### src/rtl/pcm_mix_pkg.sv
package pcm_mix_pkg;
    localparam int CH_N      = 8;
    localparam int CH_W      = $clog2(CH_N);
    localparam int INT_W     = 16;
    localparam int FRAC_W    = 11;
    localparam int PA_W      = INT_W + FRAC_W;
    localparam int BYTE_W    = 8;
    localparam int STEP_W    = 16;
    localparam int CONTRIB_W = 16;
    localparam int ACC_W     = CONTRIB_W + CH_W + 1;
    localparam int OUT_W     = 16;
    localparam int START_SH  = PA_W - BYTE_W;
    localparam logic [BYTE_W-1:0] MARKER = 8'hFF;

    typedef enum logic [1:0] {
        PH_FETCH = 2'd0,
        PH_MARK  = 2'd1,
        PH_USE   = 2'd2
    } phase_t;
endpackage

### src/rtl/pcm_tick_gen.sv
module pcm_tick_gen #(
    parameter int PERIOD = 1536
) (
    input  logic clk,
    input  logic rst_n,
    output logic tick
);
    localparam int CW = (PERIOD > 1) ? $clog2(PERIOD) : 1;

    logic [CW-1:0] cnt_d, cnt_q;

    always_comb begin
        cnt_d = (cnt_q == CW'(PERIOD - 1)) ? '0 : cnt_q + 1'b1;
    end

    always_ff @(posedge clk) begin
        if (!rst_n) cnt_q <= '0;
        else        cnt_q <= cnt_d;
    end

    assign tick = (cnt_q == '0);
endmodule

### src/rtl/pcm_voice_scale.sv
module pcm_voice_scale
    import pcm_mix_pkg::*;
(
    input  logic [BYTE_W-1:0]           smp,
    input  logic [BYTE_W-1:0]           env,
    input  logic [BYTE_W-1:0]           pan,
    output logic signed [CONTRIB_W-1:0] con_l,
    output logic signed [CONTRIB_W-1:0] con_r
);
    localparam int PR_W = 7 + BYTE_W + 4;

    logic signed [CONTRIB_W-1:0] side [2];

    for (genvar s = 0; s < 2; s++) begin : g_side
        logic [3:0]      nib;
        logic [PR_W-1:0] prod;
        logic [PR_W:0]   ceil_sum;
        always_comb begin
            nib      = (s == 0) ? pan[3:0] : pan[7:4];
            prod     = PR_W'(smp[6:0]) * PR_W'(env) * PR_W'(nib);
            ceil_sum = {1'b0, prod} + (PR_W+1)'(31);
            if (smp[7]) side[s] = CONTRIB_W'(prod >> 5);
            else        side[s] = -$signed(CONTRIB_W'(ceil_sum >> 5));
        end
    end

    assign con_l = side[0];
    assign con_r = side[1];
endmodule

### src/rtl/pcm_sat.sv
module pcm_sat #(
    parameter int IN_W  = 20,
    parameter int OUT_W = 16
) (
    input  logic signed [IN_W-1:0]  din,
    output logic signed [OUT_W-1:0] dout
);
    localparam logic signed [IN_W-1:0] HI = IN_W'((64'sd1 <<< (OUT_W - 1)) - 1);
    localparam logic signed [IN_W-1:0] LO = -HI - 1;

    always_comb begin
        if (din > HI)      dout = OUT_W'(HI);
        else if (din < LO) dout = OUT_W'(LO);
        else               dout = OUT_W'(din);
    end
endmodule

### src/rtl/pcm_mixer8.sv
module pcm_mixer8
    import pcm_mix_pkg::*;
#(
    parameter int TICK_CYCLES = 1536
) (
    input  logic                      clk,
    input  logic                      rst_n,
    input  logic                      mix_on,
    input  logic [CH_N-1:0]           ch_on,
    input  logic [CH_N*BYTE_W-1:0]    ch_env,
    input  logic [CH_N*BYTE_W-1:0]    ch_pan,
    input  logic [CH_N*BYTE_W-1:0]    ch_start,
    input  logic [CH_N*STEP_W-1:0]    ch_step,
    input  logic [CH_N*INT_W-1:0]     ch_loop,
    output logic [INT_W-1:0]          mem_addr,
    input  logic [BYTE_W-1:0]         mem_rdata,
    output logic signed [OUT_W-1:0]   out_l,
    output logic signed [OUT_W-1:0]   out_r,
    output logic                      out_valid
);
    typedef struct packed {
        logic                            busy;
        logic                            run;
        logic [CH_W-1:0]                 ch;
        phase_t                          phase;
        logic                            loop_hit;
        logic [BYTE_W-1:0]               hold;
        logic signed [ACC_W-1:0]         acc_l;
        logic signed [ACC_W-1:0]         acc_r;
        logic signed [OUT_W-1:0]         o_l;
        logic signed [OUT_W-1:0]         o_r;
        logic                            valid;
        logic [CH_N-1:0][PA_W-1:0]       addr;
    } mix_st_t;

    mix_st_t st_d, st_q;

    logic                         tick;
    logic [BYTE_W-1:0]            use_byte;
    logic                         voice_live;
    logic signed [CONTRIB_W-1:0]  con_l, con_r;
    logic signed [ACC_W-1:0]      sum_l, sum_r;
    logic signed [OUT_W-1:0]      sat_l, sat_r;
    logic [INT_W-1:0]             cur_loop;
    logic [STEP_W-1:0]            cur_step;

    pcm_tick_gen #(.PERIOD(TICK_CYCLES)) u_tick (
        .clk   (clk),
        .rst_n (rst_n),
        .tick  (tick)
    );

    assign use_byte   = st_q.loop_hit ? mem_rdata : st_q.hold;
    assign voice_live = st_q.run && ch_on[st_q.ch];
    assign cur_loop   = ch_loop[st_q.ch*INT_W +: INT_W];
    assign cur_step   = ch_step[st_q.ch*STEP_W +: STEP_W];

    pcm_voice_scale u_scale (
        .smp   (use_byte),
        .env   (ch_env[st_q.ch*BYTE_W +: BYTE_W]),
        .pan   (ch_pan[st_q.ch*BYTE_W +: BYTE_W]),
        .con_l (con_l),
        .con_r (con_r)
    );

    always_comb begin
        if (voice_live && (use_byte != MARKER)) begin
            sum_l = st_q.acc_l + ACC_W'(con_l);
            sum_r = st_q.acc_r + ACC_W'(con_r);
        end else begin
            sum_l = st_q.acc_l;
            sum_r = st_q.acc_r;
        end
    end

    pcm_sat #(.IN_W(ACC_W), .OUT_W(OUT_W)) u_sat_l (.din(sum_l), .dout(sat_l));
    pcm_sat #(.IN_W(ACC_W), .OUT_W(OUT_W)) u_sat_r (.din(sum_r), .dout(sat_r));

    // Memory address: the loop-start location is presented speculatively in
    // the marker phase, so the re-read never waits on the fetched byte.
    assign mem_addr = (st_q.phase == PH_MARK) ? cur_loop
                                              : st_q.addr[st_q.ch][PA_W-1:FRAC_W];

    always_comb begin
        st_d       = st_q;
        st_d.valid = 1'b0;

        for (int i = 0; i < CH_N; i++) begin
            if (!ch_on[i]) st_d.addr[i] = {ch_start[i*BYTE_W +: BYTE_W], START_SH'(0)};
        end

        if (!st_q.busy) begin
            if (tick) begin
                st_d.busy  = 1'b1;
                st_d.run   = mix_on;
                st_d.ch    = '0;
                st_d.phase = PH_FETCH;
                st_d.acc_l = '0;
                st_d.acc_r = '0;
            end
        end else begin
            unique case (st_q.phase)
                PH_FETCH: st_d.phase = PH_MARK;
                PH_MARK: begin
                    if (voice_live) begin
                        if (mem_rdata == MARKER) begin
                            st_d.addr[st_q.ch] = {cur_loop, FRAC_W'(0)};
                            st_d.loop_hit      = 1'b1;
                        end else begin
                            st_d.addr[st_q.ch] = st_q.addr[st_q.ch] + PA_W'(cur_step);
                            st_d.loop_hit      = 1'b0;
                            st_d.hold          = mem_rdata;
                        end
                    end
                    st_d.phase = PH_USE;
                end
                PH_USE: begin
                    st_d.acc_l = sum_l;
                    st_d.acc_r = sum_r;
                    st_d.phase = PH_FETCH;
                    if (st_q.ch == CH_W'(CH_N - 1)) begin
                        st_d.busy  = 1'b0;
                        st_d.valid = 1'b1;
                        st_d.o_l   = sat_l;
                        st_d.o_r   = sat_r;
                    end else begin
                        st_d.ch = st_q.ch + 1'b1;
                    end
                end
                default: st_d.phase = PH_FETCH;
            endcase
        end
    end

    always_ff @(posedge clk) begin
        if (!rst_n) st_q <= '0;
        else        st_q <= st_d;
    end

    assign out_l     = st_q.o_l;
    assign out_r     = st_q.o_r;
    assign out_valid = st_q.valid;

    logic                      run_view;
    logic [CH_N*PA_W-1:0]      addr_view;
    assign run_view  = st_q.run;
    assign addr_view = st_q.addr;
endmodule

### config.mk
export PLATFORM = sky130hd
export DESIGN_NAME = pcm_mixer8
export DESIGN_NICKNAME = d
export VERILOG_FILES = /design/src/rtl/pcm_mix_pkg.sv /design/src/rtl/pcm_tick_gen.sv /design/src/rtl/pcm_voice_scale.sv /design/src/rtl/pcm_sat.sv /design/src/rtl/pcm_mixer8.sv
export SDC_FILE = /design/constraint.sdc
export NUM_CORES = 2
export LEC_CHECK = 0
export ABC_AREA = 1
export BUFFER_PORTS_ARGS = -buffer_cell sky130_fd_sc_hd__clkbuf_2
export CAP_MARGIN = 25
export CORE_ASPECT_RATIO = 1.2
export CORE_MARGIN = 2
export CORE_UTILIZATION = 59
export CTS_BUF_LIST = sky130_fd_sc_hd__clkbuf_8
export DETAILED_ROUTE_END_ITERATION = 10
export PLACE_DENSITY = 0.84
export SLEW_MARGIN = 20
export SYNTH_ARGS = -nofsm -noshare
export SYNTH_HDL_FRONTEND = slang
export SYNTH_SLANG_ARGS = --single-unit
### constraint.sdc
create_clock -name clk -period 16 [get_ports clk]
set_clock_uncertainty 0.15 [all_clocks]
set_input_delay 1.6 -clock clk [delete_from_list [all_inputs] [get_ports clk]]
set_output_delay 1.6 -clock clk [all_outputs]
set_load 0.02 [all_outputs]
==> results.md <==
* Final-stage net count at around 5600
* Sequential-to-total area share from yosys stat at a little over a fifth
* Grt total ovfl at 0
* CP max-delay cell: clkinv_2
* Worst setup margin at 1.70 ns
* Fin. Hold Viols at 0
* Final TNS setup at 0 ns
* Final estimated routing congestion in global placement at about 0.99
* Worst r2r src: st_q[301]
* Crit share post-route at 89.4%
* Ports at 516
* Pre-CTS setup slack at ~2.3 ns
* Flop pwr share at roughly a quarter
* Post-Syn Instances at 4523
* Number of remaining DRC errors at 0
* CP required at 16.37 ns
* Largest net degree at the start of global routing at 116
* Vias per cell at just over 6
* Crit path time final at roughly 14 ns
* FMAX at approximately 70 MHz
* Worst path max stage delay at 1.03 ns
* Cell-internal power at 1.68 mW
* Syn avg cell area at around 6.4 um2
* Row count at a little under 90
* Vias in the first global route at about 32000
* CTS Hold Bufs at 0
* CP endpoint kind: flip-flop
* Initial antenna violation count at 15
* Max-cap viol count at 0
* Hold path start: addr_view[113]
* DRT iter0 DRCs at about 4200
* Clock buffer depth at 3
* FF-to-FF setup slack at around 1.7 ns
* Total CTS buffers at 53
* Die area at approximately 0.05 mm2
* R2r worst-path depth at 60
* Synth warn at 0
* I/O Buffers at around 500
* Fraction of layout cells with a size suffix above 1 at 15.7%
* Most common cell after layout, fill and taps aside: nand2_1
* Crit path from: st_q[301]
* Area Overhead vs Synth at 13.2%
* Avg WL per Cell at approximately 21 um
* Starting Density at between 50% and 60%
* CTS tree: built
* Clk pin slew, worst setup/hold paths at ~0.060 ns
* Final setup viols at 0
* Synth Net Count at 5213
* Cell area after synthesis at just under 0.03 mm2
* Die W at a little over 200 um
* Die H at approximately 250 um
* Hold WC Path Type: flip-flop to flip-flop
* Worst-margin pin slew at between 1 and 1.5 ns
* Fin. max-slew vios at 0
* Routed vias at between 30000 and 40000
* Core area at between 0.04 and 0.05 mm2
* Critical Path Source Type: flip-flop
* Clock Sinks at approximately 320
* Most frequent CP cell: nand2_1
* Post-CTS setup buffer count at 0
* Yosys cell types at between 60 and 70
* Crit path kind: flip-flop to flip-flop
* Post-Route WL at 115000 um
* Power density cells at roughly 95 mW/mm2
* Sw frac at approximately 46%
* Clk pwr share at 25.5%
* Psw at around 1.4 mW
* Root Driver: clkbuf_8
* Leakage power at between 15 and 20 nW
* Post_cts resized at 0
* CP Capture Point: out_l[3]
* Peak supply drop at between 0.0001 and 0.00015 V
* Crit-path max FO at 32
* Status: completed
* Drt first pass iters at 9
* First-pass GRT wire length at 174000 um
* Synthesis-stage register bit count at 316
* Capturing point of the worst reg2reg path: out_l[3]
* Most frequent cells in the layout: 1230 x nand2_1, 545 x inv_1, 514 x clkbuf_2
* Slew margin rel. at around 14%
* RSZ-0062 raised after global routing: no
* Logic pwr share at roughly 48%
* Max H-tree Level at 2
* Antenna Violating Nets Remaining at 0
* Clock Latency Late Sink at between 0.6 and 0.7 ns
* GRT Overall Usage at about 44%
* DP HPWL at a little over 80000 um
* Worst endpoint data arrival time at 14.67 ns
## power groups by stage
| stage | Combinational, mW | Sequential, mW | Clock [mW] |
|---|---|---|---|
| floorplan | 1.01 | 0.829 | 0 |
| global placement | 1.41 | 0.839 | 0 |
| detailed placement | 1.43 | 0.840 | 0 |
| CTS | 1.44 | 0.823 | 0.784 |
| global route | 1.62 | 0.825 | 0.816 |
| finish | 1.49 | 0.823 | 0.791 |
## cells by family after synthesis
group	Yosys count	synth area share [%]
mux	39	1.37
fa+ha+maj	223	11.8
xor+xnor	76	2.30
flops	316	21.8
simple gates	1995	28.9
compound gates	1072	22.7
buf+inv	802	11.1
## stage by stage
stage,hold WS [ns],total power [mW],cell area (um2),instances,utilization [%]
final,0.313,3.10,32800,5575,67.8
after global routing,0.325,3.26,32800,5571,67.8
after CTS,0.312,3.04,32800,5567,67.8
after detailed placement,0.303,2.27,31600,5474,65.4
after global placement,0.298,2.25,31600,5470,65.4
after floorplan,0.280,1.84,29000,4523,-
## area by class of cell
| type | count | area (um2) |
|---|---|---|
| repair buffers | 567 | 2990 |
| diodes | 6 | 15.0 |
| fillers | 4409 | 15500 |
| well taps | 630 | 788 |
| inverters | 558 | 2110 |
| clock inverters | 22 | 146 |
| flip-flops and latches | 316 | 6330 |
| clock buffers | 71 | 977 |
| multi-input cells | 3405 | 19400 |
## how the worst min path moves through the flow
stage	endpoint	slack [ns]	cells after the start
2_1_floorplan	u_tick.cnt_q[0]	0.28	1
3_3_place_gp	addr_view[110]	0.30	2
3_5_place_dp	addr_view[9]	0.30	2
4_1_cts	addr_view[9]	0.31	2
5_1_grt	addr_view[114]	0.33	2
6_report	addr_view[113]	0.31	2
## critical path: cells and delay by family (launching register included)
family,cells,cell delay [ns]
compound gates,12,2.84
xor+xnor,2,0.44
fa+ha+maj,9,3.83
buf+inv,8,2.01
flops,1,0.87
simple gates,29,3.98
## metal layers
layer | vias up | global-route usage (%) | wire (um)
met5 | - | 0 | 105
met4 | 16 | 32.6 | 10000
li1 | 15800 | - | -
met2 | 2299 | 68.2 | 49400
met3 | 701 | 16.9 | 16600
met1 | 15400 | 49.5 | 39300
## Yosys cell counts, drive strengths merged
| library cell | count | share of area (%) |
|---|---|---|
| o22ai | 37 | 0.80 |
| a22o | 61 | 1.8 |
| nand4 | 77 | 1.7 |
| nor2 | 423 | 5.9 |
| or3 | 1 | 0.022 |
| o311a | 1 | 0.035 |
| a211oi | 37 | 0.96 |
| o2111ai | 3 | 0.091 |
| mux2 | 5 | 0.19 |
| dfxtp | 316 | 22 |
| o21a | 5 | 0.13 |
| nand3b | 9 | 0.28 |
| inv | 548 | 7.1 |
| a2bb2oi | 4 | 0.12 |
| ha | 139 | 6.0 |
| nor3 | 31 | 0.54 |
| o21ai | 262 | 4.6 |
| clkbuf | 146 | 1.9 |
| o211ai | 3 | 0.078 |
| mux2i | 34 | 1.2 |
| a221oi | 78 | 2.4 |
| a31oi | 58 | 1.3 |
| a21boi | 1 | 0.026 |
| nor4 | 5 | 0.11 |
| fa | 84 | 5.8 |
| clkinv | 10 | 0.13 |
| o221ai | 1 | 0.030 |
| a21o | 6 | 0.16 |
| a22oi | 72 | 1.9 |
| a21oi | 399 | 7.2 |
| xor2 | 50 | 1.5 |
| and2 | 3 | 0.065 |
| o31ai | 30 | 0.78 |
| nand3 | 174 | 3.3 |
| nand2 | 1255 | 17 |
| xnor2 | 26 | 0.79 |
| a32oi | 1 | 0.030 |
| o21bai | 11 | 0.30 |
| nor3b | 1 | 0.026 |
| or2 | 16 | 0.35 |
| buf | 98 | 2.0 |
| o311ai | 2 | 0.060 |
## state kept, by name, summed over array words and instances, names as in the netlist
register / cells
out_l: 16
addr_view: 216
out_r: 16
u_tick.cnt_q: 11
st_q: 55
run_view: 1
out_valid: 1
Note: power is estimated with default switching activity, not from simulation.
